<file path="config.mk">
export PLATFORM = sky130hd
export DESIGN_NAME = i2c_ackstop_seq
export DESIGN_NICKNAME = d
export VERILOG_FILES = /design/src/rtl/i2c_seq_pkg.sv /design/src/rtl/i2c_baud_ctr.sv /design/src/rtl/i2c_seq_fsm.sv /design/src/rtl/i2c_seq_flags.sv /design/src/rtl/i2c_ackstop_seq.sv
export SDC_FILE = /design/constraint.sdc
export NUM_CORES = 1
export LEC_CHECK = 0
export ABC_AREA = 0
export CORE_UTILIZATION = 53
export CTS_BUF_LIST = sky130_fd_sc_hd__clkbuf_4
export DETAILED_ROUTE_END_ITERATION = 8
export PLACE_DENSITY = 0.87
export REMOVE_ABC_BUFFERS = 1
export SYNTH_ARGS = -nofsm -noshare
export SYNTH_HDL_FRONTEND = slang
export SYNTH_HIERARCHICAL = 1
export SYNTH_SLANG_ARGS = --single-unit
</file>
<file path="constraint.sdc">
create_clock -name clk -period 3.4 [get_ports clk]
set_clock_uncertainty 0.15 [all_clocks]
set_input_delay 0.34 -clock clk [delete_from_list [all_inputs] [get_ports clk]]
set_output_delay 0.34 -clock clk [all_outputs]
set_load 0.1 [all_outputs]
</file>
<file path="src/rtl/i2c_seq_pkg.sv">
package i2c_seq_pkg;

  typedef enum logic [2:0] {
    SQ_IDLE    = 3'd0,
    SQ_ACK_LO  = 3'd1,
    SQ_ACK_HI  = 3'd2,
    SQ_STP_ARM = 3'd3,
    SQ_STP_LO  = 3'd4,
    SQ_STP_HI  = 3'd5,
    SQ_STP_REL = 3'd6,
    SQ_STP_END = 3'd7
  } seq_state_e;

  typedef struct packed {
    logic scl_low;   // block drives SCL low
    logic sda_low;   // block drives SDA low
    logic counting;  // baud counter runs in this state
    logic scl_free;  // block has let go of SCL (hold rule applies)
  } seq_drive_t;

  // Line drive and counter control implied by a state.
  function automatic seq_drive_t decode_state(input seq_state_e st,
                                              input logic ack_bit,
                                              input logic park);
    seq_drive_t d;
    d = '0;
    unique case (st)
      SQ_IDLE:    d.scl_low = park;
      SQ_ACK_LO:  begin d.scl_low = 1'b1; d.sda_low = ~ack_bit; d.counting = 1'b1; end
      SQ_ACK_HI:  begin d.sda_low = ~ack_bit; d.counting = 1'b1; d.scl_free = 1'b1; end
      SQ_STP_ARM: begin d.scl_low = 1'b1; d.sda_low = 1'b1; end
      SQ_STP_LO:  begin d.scl_low = 1'b1; d.sda_low = 1'b1; d.counting = 1'b1; end
      SQ_STP_HI:  begin d.sda_low = 1'b1; d.counting = 1'b1; d.scl_free = 1'b1; end
      SQ_STP_REL: d = '0;
      SQ_STP_END: begin d.counting = 1'b1; d.scl_free = 1'b1; end
      default:    d = '0;
    endcase
    return d;
  endfunction

  // Down-count with automatic reload on rollover.
  function automatic logic [15:0] baud_next(input logic [15:0] cnt,
                                            input logic [15:0] reload);
    return (cnt == 16'd0) ? reload : cnt - 16'd1;
  endfunction

  // Length of one baud period in system clocks.
  function automatic int unsigned baud_cycles(input int unsigned reload);
    return reload + 1;
  endfunction

endpackage

</file>
<file path="src/rtl/i2c_baud_ctr.sv">
module i2c_baud_ctr
  import i2c_seq_pkg::*;
#(
  parameter int RELOAD_W = 7
) (
  input  logic                clk,
  input  logic                rst_n,
  input  logic [RELOAD_W-1:0] reload,
  input  logic                restart,
  input  logic                run,
  input  logic                hold,
  output logic [RELOAD_W-1:0] cnt,
  output logic                tick
);
  localparam int PADW = 16 - RELOAD_W;

  logic [15:0] nxt_wide;
  logic        advance;

  assign advance  = run & ~hold & ~restart;
  assign nxt_wide = baud_next({{PADW{1'b0}}, cnt}, {{PADW{1'b0}}, reload});
  assign tick     = advance & (cnt == '0);

  always_ff @(posedge clk or negedge rst_n) begin
    if (!rst_n)       cnt <= '0;
    else if (restart) cnt <= reload;
    else if (advance) cnt <= nxt_wide[RELOAD_W-1:0];
  end
endmodule

</file>
<file path="src/rtl/i2c_seq_fsm.sv">
module i2c_seq_fsm
  import i2c_seq_pkg::*;
(
  input  logic clk,
  input  logic rst_n,
  input  logic ack_req,
  input  logic ack_bit_in,
  input  logic stop_req,
  input  logic scl_in,
  input  logic sda_in,
  input  logic tick,
  output logic ack_go,
  output logic stop_go,
  output logic stop_hit,
  output logic seq_done,
  output logic cnt_restart,
  output logic cnt_run,
  output logic cnt_hold,
  output logic scl_low,
  output logic sda_low,
  output logic ack_busy,
  output logic stop_busy
);
  seq_state_e state, state_nxt;
  logic       ack_bit, park, park_nxt;
  seq_drive_t drv;

  assign drv = decode_state(state, ack_bit, park);

  assign ack_go  = ack_req & (state == SQ_IDLE);
  assign stop_go = stop_req & ~ack_req & (state == SQ_IDLE);

  always_comb begin
    state_nxt   = state;
    park_nxt    = park;
    cnt_restart = 1'b0;
    stop_hit    = 1'b0;
    seq_done    = 1'b0;
    unique case (state)
      SQ_IDLE: begin
        if (ack_go) begin
          state_nxt   = SQ_ACK_LO;
          cnt_restart = 1'b1;
        end else if (stop_go) begin
          state_nxt = SQ_STP_ARM;
        end
      end
      SQ_ACK_LO:  if (tick) state_nxt = SQ_ACK_HI;
      SQ_ACK_HI: begin
        if (tick) begin
          state_nxt = SQ_IDLE;
          park_nxt  = 1'b1;
          seq_done  = 1'b1;
        end
      end
      SQ_STP_ARM: begin
        if (!sda_in) begin
          state_nxt   = SQ_STP_LO;
          cnt_restart = 1'b1;
        end
      end
      SQ_STP_LO:  if (tick) state_nxt = SQ_STP_HI;
      SQ_STP_HI:  if (tick) state_nxt = SQ_STP_REL;
      SQ_STP_REL: begin
        if (scl_in && sda_in) begin
          state_nxt   = SQ_STP_END;
          cnt_restart = 1'b1;
          stop_hit    = 1'b1;
        end
      end
      SQ_STP_END: begin
        if (tick) begin
          state_nxt = SQ_IDLE;
          park_nxt  = 1'b0;
          seq_done  = 1'b1;
        end
      end
      default: state_nxt = SQ_IDLE;
    endcase
  end

  always_ff @(posedge clk or negedge rst_n) begin
    if (!rst_n) begin
      state   <= SQ_IDLE;
      ack_bit <= 1'b1;
      park    <= 1'b0;
    end else begin
      state <= state_nxt;
      park  <= park_nxt;
      if (ack_go) ack_bit <= ack_bit_in;
    end
  end

  assign cnt_run   = drv.counting;
  assign cnt_hold  = drv.scl_free & ~scl_in;
  assign scl_low   = drv.scl_low;
  assign sda_low   = drv.sda_low;
  assign ack_busy  = (state == SQ_ACK_LO) | (state == SQ_ACK_HI);
  assign stop_busy = (state != SQ_IDLE) & ~ack_busy;
endmodule

</file>
<file path="src/rtl/i2c_seq_flags.sv">
module i2c_seq_flags #(
  parameter int DATA_W = 8
) (
  input  logic              clk,
  input  logic              rst_n,
  input  logic              seq_start,
  input  logic              seq_done,
  input  logic              stop_hit,
  input  logic              busy,
  input  logic              buf_wr,
  input  logic [DATA_W-1:0] buf_wdata,
  input  logic              irq_clr,
  input  logic              wcol_clr,
  output logic              wr_collide,
  output logic [DATA_W-1:0] buf_q,
  output logic              irq_flag,
  output logic              wcol_flag,
  output logic              stop_seen
);
  assign wr_collide = buf_wr & busy;

  always_ff @(posedge clk or negedge rst_n) begin
    if (!rst_n) begin
      buf_q     <= '0;
      irq_flag  <= 1'b0;
      wcol_flag <= 1'b0;
      stop_seen <= 1'b0;
    end else begin
      if (buf_wr && !busy) buf_q <= buf_wdata;

      if (seq_done)     irq_flag <= 1'b1;
      else if (irq_clr) irq_flag <= 1'b0;

      if (wr_collide)    wcol_flag <= 1'b1;
      else if (wcol_clr) wcol_flag <= 1'b0;

      if (stop_hit)       stop_seen <= 1'b1;
      else if (seq_start) stop_seen <= 1'b0;
    end
  end
endmodule

</file>
<file path="src/rtl/i2c_ackstop_seq.sv">
module i2c_ackstop_seq #(
  parameter int RELOAD_W = 7,
  parameter int DATA_W   = 8
) (
  input  logic                clk,
  input  logic                rst_n,
  input  logic [RELOAD_W-1:0] reload_val,
  input  logic                ack_start,
  input  logic                ack_value,
  input  logic                stop_start,
  input  logic                scl_in,
  input  logic                sda_in,
  output logic                scl_pull_low,
  output logic                sda_pull_low,
  input  logic                buf_wr,
  input  logic [DATA_W-1:0]   buf_wdata,
  input  logic                irq_clr,
  input  logic                wcol_clr,
  output logic [DATA_W-1:0]   buf_q,
  output logic                ack_active,
  output logic                stop_active,
  output logic                stop_seen,
  output logic                irq_flag,
  output logic                wcol_flag
);
  logic                ack_go, stop_go, stop_hit, seq_done;
  logic                baud_restart, baud_run, baud_hold, baud_tick;
  logic [RELOAD_W-1:0] baud_cnt;
  logic                seq_busy, wr_collide;

  i2c_baud_ctr #(.RELOAD_W(RELOAD_W)) u_baud (
    .clk     (clk),
    .rst_n   (rst_n),
    .reload  (reload_val),
    .restart (baud_restart),
    .run     (baud_run),
    .hold    (baud_hold),
    .cnt     (baud_cnt),
    .tick    (baud_tick)
  );

  i2c_seq_fsm u_fsm (
    .clk         (clk),
    .rst_n       (rst_n),
    .ack_req     (ack_start),
    .ack_bit_in  (ack_value),
    .stop_req    (stop_start),
    .scl_in      (scl_in),
    .sda_in      (sda_in),
    .tick        (baud_tick),
    .ack_go      (ack_go),
    .stop_go     (stop_go),
    .stop_hit    (stop_hit),
    .seq_done    (seq_done),
    .cnt_restart (baud_restart),
    .cnt_run     (baud_run),
    .cnt_hold    (baud_hold),
    .scl_low     (scl_pull_low),
    .sda_low     (sda_pull_low),
    .ack_busy    (ack_active),
    .stop_busy   (stop_active)
  );

  assign seq_busy = ack_active | stop_active;

  i2c_seq_flags #(.DATA_W(DATA_W)) u_flags (
    .clk        (clk),
    .rst_n      (rst_n),
    .seq_start  (ack_go | stop_go),
    .seq_done   (seq_done),
    .stop_hit   (stop_hit),
    .busy       (seq_busy),
    .buf_wr     (buf_wr),
    .buf_wdata  (buf_wdata),
    .irq_clr    (irq_clr),
    .wcol_clr   (wcol_clr),
    .wr_collide (wr_collide),
    .buf_q      (buf_q),
    .irq_flag   (irq_flag),
    .wcol_flag  (wcol_flag),
    .stop_seen  (stop_seen)
  );
endmodule

</file>
==> results of run 1 <==
cells by family after synthesis:
logic type	count (synthesis)
multiplexers	11
adder cells (fa/ha/maj)	3
AND/OR/NAND/NOR	47
buffers and inverters	17
flip-flops	23
AO/OA/AOI/OAI	39
XOR/XNOR	2
per-stage QoR:
stage	total power [mW]	TNS [ps]	area, um^2
5_1_grt	1.969	0	1822
3_3_place_gp	1.707	0	1794
6_report	1.884	0	1822
4_1_cts	1.880	0	1822
2_1_floorplan	1.445	-3570	1376
3_5_place_dp	1.745	0	1794
registers in the layout, indices dropped and copies added, names as in the netlist:
name,cells
u_baud/cnt,7
u_flags/buf_q,8
u_flags/irq_flag,1
u_flags/stop_seen,1
u_flags/wcol_flag,1
u_fsm/ack_bit,1
u_fsm/park,1
u_fsm/state,3
power groups by stage:
stage	combinational, mW	clock, mW	sequential, mW
after floorplan	0.539	0	0.905
after global placement	1.18	0	0.526
after detailed placement	1.21	0	0.534
after CTS	1.22	0.134	0.530
after global routing	1.28	0.144	0.547
final	1.22	0.130	0.532
how the worst min path moves through the flow:
stage,cells past startpoint,endpoint,slack [ps]
finish,1,u_flags/wcol_flag,350
global route,1,u_flags/wcol_flag,380
CTS,1,u_flags/wcol_flag,360
detailed placement,1,u_flags/wcol_flag,320
global placement,1,u_flags/wcol_flag,310
floorplan,0,u_baud/cnt[0],-110
worst max-delay path, delay by kind of cell, from the launching register on:
| kind | cells | cell delay, ps |
|---|---|---|
| AOI/OAI and AO/OA | 5 | 1160 |
| and+or+nand+nor | 3 | 770 |
| DFF | 1 | 650 |
cell usage in the layout, fill, tap and decap left out, types with 3 or more instances in the layout:
master	count
nand2b_1	3
a21oi_1	7
nor2_1	14
a21o_1	4
a31oi_1	3
clkbuf_4	3
o21a_1	3
nand2_1	9
nor2b_1	3
clkdlybuf4s50_1	35
nand4_1	4
buf_4	4
inv_1	11
o21ai_0	7
dfrtp_1	22
mux2_4	8
per-layer routing:
metal / vias up / wire, um
met5: - / 0
met4: 0 / 45
met3: 10 / 246
met2: 73 / 1693
met1: 584 / 1355
li1: 579 / -
cell type report:
class                      instances  area [um^2]  area share [%]
clock buffer                       3        22.52           1.236
clock inverter                     1        5.005          0.2747
inverter                          12        45.04           2.473
multi-input combinational        102        754.5           41.41
sequential                        23        576.8           31.66
tap                               30        37.54           2.060
timing repair buffer              39        380.4           20.88
==> results.md, run 1 <==
- Run status: complete, no violations
- Number of sinks handled by clock tree synthesis: 23
- First-pass iteration count of the detailed router: 5
- CTS resizes: 0
- Cells after synthesis: 142
- Maximum operating frequency: 0.3571 GHz
- Final #Nets: 208
- EDFF count, synth: 0
- Final worst path period share: 82.36%
- Launch point of the worst hold path: u_flags/wcol_flag
- Part of the power in registers: 28.3%
- Cell Count Post-Placement: 206
- Worst skew pair latency: 330 ps
- Layer with the highest usage after global routing: met2
- Horiz. Die Dim: 53.74 um
- I/O pins: 40
- Number of buffers added by the clock tree synthesis step: 3
- Number of max-slew violations in the final report: 0
- Overall via count from detail_route: 1246
- Switching power of the nets: 1.065 mW
- Worst ir drop on vdd: 0.9153 mV
- All-Layer GR Usage: 24.58%
- Cell with the largest stage delay on the worst path: dfrtp_1
- Final cell count without fillers: 210
- Max-cap violations: 0
- Share of synthesized area occupied by flip-flops and latches: 40.65%
- Max Fanout on Critical Path: 14
- Cell depth of the worst flop-to-flop path: 8
- Antenna cell count: 0
- Most used standard cell by instance count after synthesis: dfrtp_1
- Crit path kind: flip-flop to flip-flop
- CP Data Required Time: 3500 ps
- Cells along the critical path: and3b_4, a31oi_1, o21bai_1, nor3_1, nand2b_1, a221oi_4, a22oi_1, o22ai_1
- Internal power contribution: 0.8186 mW
- Simple-gate portion of the synthesized area: 19.05%
- Number of library cell types mapped by synthesis: 46
- Routing usage on met2: 47.12%
- Total power per unit cell area: 1034 nW/um^2
- RSZ-0062 raised after global routing: no
- Number of post-CTS setup repair buffers: 0
- Worst Max-Slew Pin Slew: 1037 ps
- Commonest cells in the netlist: dfrtp_1, nor2_1, inv_1, nand2_1, mux2_4
- Maximum level of the CTS H-tree: 1
- Global-route congestion overflow total: 0
- Worst-case setup margin in the final layout: 599.9 ps
- GR Util met1: 27.34%
- DRC violation count after routing: 0
- Crit Reg-Reg Endpoint: u_fsm/state[1]
- Worst hold slack: 352.2 ps
- Initial antenna violation count: 0
- Switching part of the total power: 56.54%
- Xor-xnor portion of the synthesized cell area: 1.235%
- CP arrival: 2900 ps
- Pre-CTS setup slack: 552.4 ps
- Final count of negative-setup-slack endpoints: 0
- Adder and majority cell fraction of the synthesized area: 2.469%
- Hold Crit Class: flip-flop to flip-flop
- Starting DRT DRC Count: 44
- Combinational power share: 64.8%
- Slowest cell delay on critical path: 650 ps
- Minimum setup slack among reg-to-reg paths: 600 ps
- Number of hold buffers added after CTS: 0
- Final cell utilization of the core: 72.87%
- Complex-gate fraction of the synthesized area: 19.75%
- Routed len/inst: 15.90 um
- M3 GR Usage: 5.650%
- Die Area: 2888 um^2
- Share of synthesized area spent on multiplexers: 10.67%
- Maximum number of pins on one net before global-route repair: 24
- First-pass GRT wire length: 5.092 mm
- Clock-pin slew reported for the worst setup and hold paths after clock tree synthesis: 140 ps
- Synthesized area: 1419 um^2
- Largest buffer count on any clock path: 2
- Starting density of the core: 56.76%
- Critical R2R Launch: u_fsm/state[1]
- Largest family of logic cells by synthesized area: compound AO/OA/AOI/OAI gates
- Area growth from synthesis to layout: 28.40%
- Number of global-route vias before repair: 1219
- Crit path time final: 2800 ps
- Routed wire length: 3.340 mm
- Endpoint class of the critical path: flip-flop
- Placer's final routability congestion estimate: 0.8392
- Biggest area contributors in the synthesized netlist: dfrtp_1, mux2_4, nor2_1
- Quantity of I/O buffers inserted on ports: 39
- Top FF cell, synth: dfrtp_1
- Clock tree from TritonCTS: done
- # rows: 18
- Detail-routed via count per cell: 5.933
- Buffer cell driving the clock tree root: clkbuf_4
- Chip Height: 53.74 um
- Placed wire-length estimate after detailed placement: 2.470 mm
- Yosys Warn Count: 6
- Critical path startpoint: u_fsm/state[1]
- Leakage Power: 0.7710 nW
- Standard cell core area: 2500 um^2
- Clock network fraction of design power: 6.9%
- Kind of start point of the critical path: flip-flop
- Antenna-violating nets left: 0
- Synth top area share: 38.80%
- Endpoints failing hold: 0
- CP Capture Point: u_fsm/state[1]
- Most area-hungry cell type in the Yosys netlist: dfrtp_1
- Mean Syn Cell Area: 9.992 um^2
- Share of async-settable or async-resettable flops after synthesis: 100.0%
- Worst slew margin relative to its limit: 30.68%
- Number of synthesized register bits: 23
- Share of post-route cells with drive strength above 1: 13.89%
- Filler Cell Count: 184
Power figures use the tool's default switching activity.
==> run 2, diff against run 1 <==
--- a/config.mk
+++ b/config.mk
@@ -6,10 +6,10 @@
 export NUM_CORES = 1
 export LEC_CHECK = 0
 export ABC_AREA = 0
-export CORE_UTILIZATION = 53
+export CORE_UTILIZATION = 49
 export CTS_BUF_LIST = sky130_fd_sc_hd__clkbuf_4
 export DETAILED_ROUTE_END_ITERATION = 8
-export PLACE_DENSITY = 0.87
+export PLACE_DENSITY = 0.82
 export REMOVE_ABC_BUFFERS = 1
 export SYNTH_ARGS = -nofsm -noshare
 export SYNTH_HDL_FRONTEND = slang
==> constraint.sdc (replaced) <==
create_clock -name clk -period 2.7 [get_ports clk]
set_clock_uncertainty 0.15 [all_clocks]
set_input_delay 0.27 -clock clk [delete_from_list [all_inputs] [get_ports clk]]
set_output_delay 0.27 -clock clk [all_outputs]
set_load 0.1 [all_outputs]
==> run 2 against run 1 <==
- clock-buffer cell count stayed put
- power is 26% higher
- critical path depth is 2 higher
- global-route usage is 2.4 points lower
- register-to-register slack worse by 370 ps
- critical endpoint unchanged
==> results.md, run 2 (synthesis gave the netlist of run 1 again) <==
- Run status: complete, no violations
- Horiz. Die Dim: 55.81 um (+3.9%)
- Fin area: 1831 um^2 (+0.48%)
- Antenna-violating nets left: 0 (unchanged)
- GR Util met1: 26.83% (-0.51 points)
- CTS resizes: 0 (unchanged)
- Cell area after placement: 1803 um^2 (+0.49%)
- Number of post-CTS setup repair buffers: 0 (unchanged)
- CP arrival: 2570 ps (-330 ps)
- Routing usage on met2: 39.93% (-7.2 points)
- Die Area: 3115 um^2 (+7.9%)
- Cells along the critical path: inv_1, nand3_1, a21oi_1, nand2b_1, nor3_1, buf_4, nand2b_1, a221oi_4, a22oi_1, o22ai_1
- Routed len/inst: 15.14 um (-4.8%)
- Crit path kind: flip-flop to flip-flop
- Buffer cell driving the clock tree root: clkbuf_4
- Max Fanout on Critical Path: 10 (-4)
- Worst Max-Slew Pin Slew: 545.0 ps (-491.6 ps)
- Largest register FFs: 8 (unchanged)
- Clock-pin slew reported for the worst setup and hold paths after clock tree synthesis: 130 ps (about the same)
- Number of hold buffers added after CTS: 0 (unchanged)
- Antenna cell count: 0 (unchanged)
- Standard cell core area: 2758 um^2 (+10%)
- Clock tree from TritonCTS: done
- Largest buffer count on any clock path: 2 (unchanged)
- Maximum operating frequency: 0.4048 GHz (+13%)
- Critical path's top delay family: compound AO/OA/AOI/OAI gates
- Leakage Power: 0.8022 nW (+4.1%)
- First-pass GRT wire length: 5.540 mm (+8.8%)
- Share of post-route cells with drive strength above 1: 21.31% (+7.4 points)
- Critical path startpoint: u_fsm/state[0]
- Maximum number of pins on one net before global-route repair: 24 (unchanged)
- # rows: 19 (+1)
- I/O pins: 40 (unchanged)
- Placed wire-length estimate after detailed placement: 2.444 mm (-1.0%)
- Initial antenna violation count: 0 (unchanged)
- Most used cell, CP: nand2b_1
- Endpoint class of the critical path: flip-flop
- Final count of negative-setup-slack endpoints: 0 (unchanged)
- RSZ-0062 raised after global routing: no
- Endpoints failing hold: 0 (unchanged)
- First-pass iteration count of the detailed router: 6 (+1)
- CP Data Required Time: 2800 ps (-700 ps)
- Final cell utilization of the core: 66.38% (-6.5 points)
- Layer with the highest usage after global routing: met2
- Most common cell after layout, fill and taps aside: clkdlybuf4s50_1
- Most flop-heavy register: u_flags/buf_q
- All-Layer GR Usage: 22.19% (-2.4 points)
- Worst ir drop on vdd: 1.092 mV (+19%)
- Starting density of the core: 51.45% (-5.3 points)
- Chip Height: 55.81 um (+3.9%)
- Slowest cell delay on critical path: 520 ps (-130 ps)
- Area growth from synthesis to layout: 29.01%
- M3 GR Usage: 3.488% (-2.2 points)
- Number of sinks handled by clock tree synthesis: 23 (unchanged)
- Kind of start point of the critical path: flip-flop
- Worst skew pair latency: 320 ps (about the same)
- Cell with the largest stage delay on the worst path: dfrtp_1
- Worst slew margin relative to its limit: 63.59% (+33 points)
- DRC violation count after routing: 0 (unchanged)
- Largest registers in the final layout: u_flags/buf_q: 8 flops, u_baud/cnt: 7 flops, u_fsm/state: 3 flops
- Total power per unit cell area: 1293 nW/um^2 (+25%)
- Worst hold slack: 135.3 ps (-216.9 ps)
- Number of buffers added by the clock tree synthesis step: 3 (unchanged)
- Hold Crit Class: primary input to async pin
- Detail-routed via count per cell: 5.771 (-2.7%)
- CP Buf/Inv Count: 2 (+2)
- Placer's final routability congestion estimate: 0.9035 (+7.7%)
- Number of global-route vias before repair: 1236 (+1.4%)
- Final worst path period share: 91.50% (+9.1 points)
- Crit path time final: 2470 ps (-329.7 ps)
- Global-route congestion overflow total: 0 (unchanged)
- Routed wire length: 3.240 mm (-3.0%)
- Quantity of I/O buffers inserted on ports: 39 (unchanged)
- Critical R2R Launch: u_fsm/state[0]
- Top library cells by usage in the layout, fill and taps aside: clkdlybuf4s50_1, dfrtp_1, buf_4
- Starting DRT DRC Count: 71 (+61%)
- Final #Nets: 211 (+1.4%)
- Filler Cell Count: 234 (+27%)
- Overall via count from detail_route: 1235 (-0.88%)
- Maximum level of the CTS H-tree: 1 (unchanged)
- Max-cap violations: 0 (unchanged)
- Number of max-slew violations in the final report: 0 (unchanged)
==> run 2: worst paths after layout <==
| check | cells past startpoint | end | slack, ps |
|---|---|---|---|
| setup / recovery | 10 | u_fsm/state[1] | 230 |
| hold / removal | 2 | u_baud/cnt[1] | 140 |
| setup reg to reg | 10 | u_fsm/state[1] | 230 |
| hold reg to reg | 1 | u_flags/wcol_flag | 350 |
| max in group asynchronous | 2 | u_fsm/ack_bit | 1980 |
| min in group clk | 1 | u_flags/wcol_flag | 350 |
==> run 2: layout make-up <==
class / instances / area (um^2) / share of cell area, %
multi-input cells: 102 / 754.5 / 41.22
flip-flops and latches: 23 / 576.8 / 31.51
repair buffers: 42 / 387.9 / 21.19
inverters: 12 / 45.04 / 2.461
well taps: 31 / 38.79 / 2.119
clock buffers: 3 / 22.52 / 1.230
clock inverters: 1 / 5.005 / 0.2734
==> run 2: power breakdown <==
group,internal (mW),switching (mW)
sequential,0.501,0.169
combinational,0.476,1.06
clock,0.0556,0.109
==> run 2: through the flow <==
step           instances  TNS, ps  worst slack [ps]  total power [mW]
4_1_cts              214        0             264.9             2.373
2_1_floorplan        137   -10690             -1122             1.819
3_3_place_gp         210        0             311.7             2.158
5_1_grt              214        0             83.23             2.480
6_report             214        0             229.6             2.366
3_5_place_dp         210        0             220.5             2.202
==> run 2: worst reg2reg max path: cells and delay by family (launching register included) <==
kind	cells	cell delay, ps
buf+inv	2	390
compound gates	4	820
flops	1	520
simple gates	4	520
==> run 2: per-layer routing <==
layer  share of wire [%]  vias up
met5                   0        -
met4                 1.6        0
met3                 5.9        6
met2                  52       59
met1                  40      584
li1                    -      586
==> run 3, diff against run 2 <==
--- a/config.mk
+++ b/config.mk
@@ -6,6 +6,7 @@
 export NUM_CORES = 1
 export LEC_CHECK = 0
 export ABC_AREA = 0
+export CORE_MARGIN = 3
 export CORE_UTILIZATION = 49
 export CTS_BUF_LIST = sky130_fd_sc_hd__clkbuf_4
 export DETAILED_ROUTE_END_ITERATION = 8
==> run 3 against run 2 <==
- global-route usage decreased by 3.1 points
- via count decreased by 4.0%
- first-iteration DRC count increased by 49%
- clock-buffer cell count increased by 1
- critical path depth decreased by 6
- non-clock buffer count unchanged
- sequential power about the same
- flip-flop and latch count unchanged
- fmax increased by 4.3%
- register-to-register slack improved by 150 ps
- die area increased by 15%
- wire length decreased by 4.9%
- largest cell class unchanged
==> results.md, run 3 (synthesis gave the netlist of run 1 again) <==
- RSZ-0062 raised after global routing: no
- Number of sinks handled by clock tree synthesis: 23 (unchanged)
- Initial antenna violation count: 0 (unchanged)
- Top library cells by usage in the layout, fill and taps aside: clkdlybuf4s50_1, dfrtp_1, buf_4
- Cells along the critical path: inv_1, maj3_1, mux2i_1, buf_12
- Detail-routed via count per cell: 5.563 (-3.6%)
- Worst Max-Slew Pin Slew: 538.0 ps (-7.005 ps)
- Combinational power share: 64.8% (about the same)
- Maximum level of the CTS H-tree: 1 (unchanged)
- Maximum number of pins on one net before global-route repair: 24 (unchanged)
- Cell with the largest stage delay on the worst path: dfrtp_1
- Placer's final routability congestion estimate: 0.9207 (+1.9%)
- Routed wire length: 3.081 mm (-4.9%)
- Part of the power in registers: 28.3% (about the same)
- CTS resizes: 0 (unchanged)
- Final cell utilization of the core: 70.31% (+3.9 points)
- Buffer cell driving the clock tree root: clkbuf_4
- Clock network fraction of design power: 6.9% (about the same)
- Largest registers in the final layout: u_flags/buf_q: 8 flops, u_baud/cnt: 7 flops, u_fsm/state: 3 flops
- Routed len/inst: 14.46 um (-4.5%)
- Max Fanout on Critical Path: 14 (+4)
- Final #Nets: 211 (unchanged)
- Worst slew margin relative to its limit: 64.06% (+0.47 points)
- CP Buf/Inv Count: 2 (unchanged)
- Crit path kind: flip-flop to output pin
- First-pass GRT wire length: 5.278 mm (-4.7%)
- CP Data Required Time: 2280 ps (-520 ps)
- # rows: 18 (-1)
- Kind of start point of the critical path: flip-flop
- Die Area: 3577 um^2 (+15%)
- Switching power of the nets: 1.315 mW (-1.4%)
- All-Layer GR Usage: 19.05% (-3.1 points)
- DRC violation count after routing: 0 (unchanged)
- Total power draw: 2.360 mW (-0.26%)
- Hold Crit Class: primary input to async pin
- Share of post-route cells with drive strength above 1: 21.86% (+0.55 points)
- Worst ir drop on vdd: 1.083 mV (-0.76%)
- Placed wire-length estimate after detailed placement: 2.459 mm (+0.60%)
- Worst hold slack: 145.5 ps (+10.22 ps)
- Critical path's top delay family: flip-flops
- First-pass iteration count of the detailed router: 4 (-2)
- CP arrival: 1950 ps (-620 ps)
- Clock tree from TritonCTS: done
- Max-cap violations: 0 (unchanged)
- Final count of negative-setup-slack endpoints: 0 (unchanged)
- Standard cell core area: 2613 um^2 (-5.3%)
- Crit path time final: 2369 ps (-101.8 ps)
- Final worst path period share: 87.73% (-3.8 points)
- Quantity of I/O buffers inserted on ports: 39 (unchanged)
- Leakage Power: 0.8036 nW (+0.18%)
- Total power per unit cell area: 1285 nW/um^2 (-0.60%)
- Largest register FFs: 8 (unchanged)
- Run status: complete, no violations
- Most flop-heavy register: u_flags/buf_q
- Chip Height: 59.81 um (+7.2%)
- Endpoint class of the critical path: output pin
- Starting DRT DRC Count: 106 (+49%)
- Endpoints failing hold: 0 (unchanged)
- Number of hold buffers added after CTS: 0 (unchanged)
- Horiz. Die Dim: 59.81 um (+7.2%)
- Global-route congestion overflow total: 0 (unchanged)
- Slowest cell delay on critical path: 630 ps (+110 ps)
- Overall via count from detail_route: 1185 (-4.0%)
- Switching part of the total power: 55.73% (-0.65 points)
- Most common cell after layout, fill and taps aside: clkdlybuf4s50_1
- Number of global-route vias before repair: 1199 (-3.0%)
- Number of max-slew violations in the final report: 0 (unchanged)
- Clock-pin slew reported for the worst setup and hold paths after clock tree synthesis: 120 ps (about the same)
- Area growth from synthesis to layout: 29.45%
- Starting density of the core: 54.31% (+2.9 points)
- Antenna-violating nets left: 0 (unchanged)
- Internal power contribution: 1.045 mW (+1.2%)
- Number of buffers added by the clock tree synthesis step: 3 (unchanged)
- Maximum operating frequency: 0.4222 GHz (+4.3%)
- Number of post-CTS setup repair buffers: 0 (unchanged)
- Largest buffer count on any clock path: 2 (unchanged)
- Antenna cell count: 0 (unchanged)
- Worst skew pair latency: 310 ps (about the same)
- I/O pins: 40 (unchanged)
==> run 3: cell types whose count changed in the layout (fill, tap and decap cells not counted), sizes merged <==
cell	before	now
clkinv	1	0
clkbuf	3	4
==> run 3: worst register-to-register path: stages (launching register included) <==
cell and delay (ps):
dfrtp_1 450, inv_1 120, ha_1 180, nor2b_1 250, nand2_1 160, nor3_2 270
nor2b_1 260, a221oi_4 60, a22oi_1 190, o22ai_1 110
==> run 3: cell type report <==
type / instances / area (um^2)
fillers: 209 / 775.7
multi-input cells: 102 / 759.5
flip-flops and latches: 23 / 576.8
repair buffers: 42 / 387.9
inverters: 12 / 45.04
well taps: 30 / 37.54
clock buffers: 4 / 30.03
==> run 3: final timing paths <==
kind | startpoint | to | slack (ps) | cells past startpoint
setup / recovery | u_fsm/state[1] | sda_pull_low | 330 | 4
hold / removal | rst_n | u_baud/cnt[1] | 150 | 2
setup reg to reg | u_baud/cnt[0] | u_fsm/state[1] | 380 | 9
hold reg to reg | u_flags/wcol_flag | u_flags/wcol_flag | 350 | 1
max in group asynchronous | rst_n | u_fsm/ack_bit | 1970 | 2
min in group clk | u_flags/wcol_flag | u_flags/wcol_flag | 350 | 1
==> run 3: routing by layer <==
layer / routed length, um / global-route usage (%) / share of wire [%] / up-vias
li1: - / - / - / 586
met1: 1344 / 24.18 / 44 / 561
met2: 1565 / 32.72 / 51 / 34
met3: 135 / 4.320 / 4.4 / 4
met4: 35 / 4.430 / 1.1 / 0
met5: 0 / 0 / 0 / -
==> run 3: power groups by stage <==
| stage | sequential, mW | clock (mW) | combinational (mW) |
|---|---|---|---|
| 5_1_grt | 0.699 | 0.179 | 1.62 |
| 3_3_place_gp | 0.663 | 0 | 1.50 |
| 2_1_floorplan | 1.14 | 0 | 0.679 |
| 3_5_place_dp | 0.674 | 0 | 1.52 |
| 6_report | 0.667 | 0.164 | 1.53 |
| 4_1_cts | 0.669 | 0.172 | 1.53 |
==> run 3: through the flow <==
stage | setup TNS [ps] | cell area [um^2] | cells | setup slack [ps]
2_1_floorplan | -10690 | 1376 | 137 | -1122
3_3_place_gp | 0 | 1802 | 209 | 314.0
3_5_place_dp | 0 | 1802 | 209 | 200.7
4_1_cts | 0 | 1832 | 213 | 261.4
5_1_grt | 0 | 1837 | 213 | 130.8
6_report | 0 | 1837 | 213 | 331.4
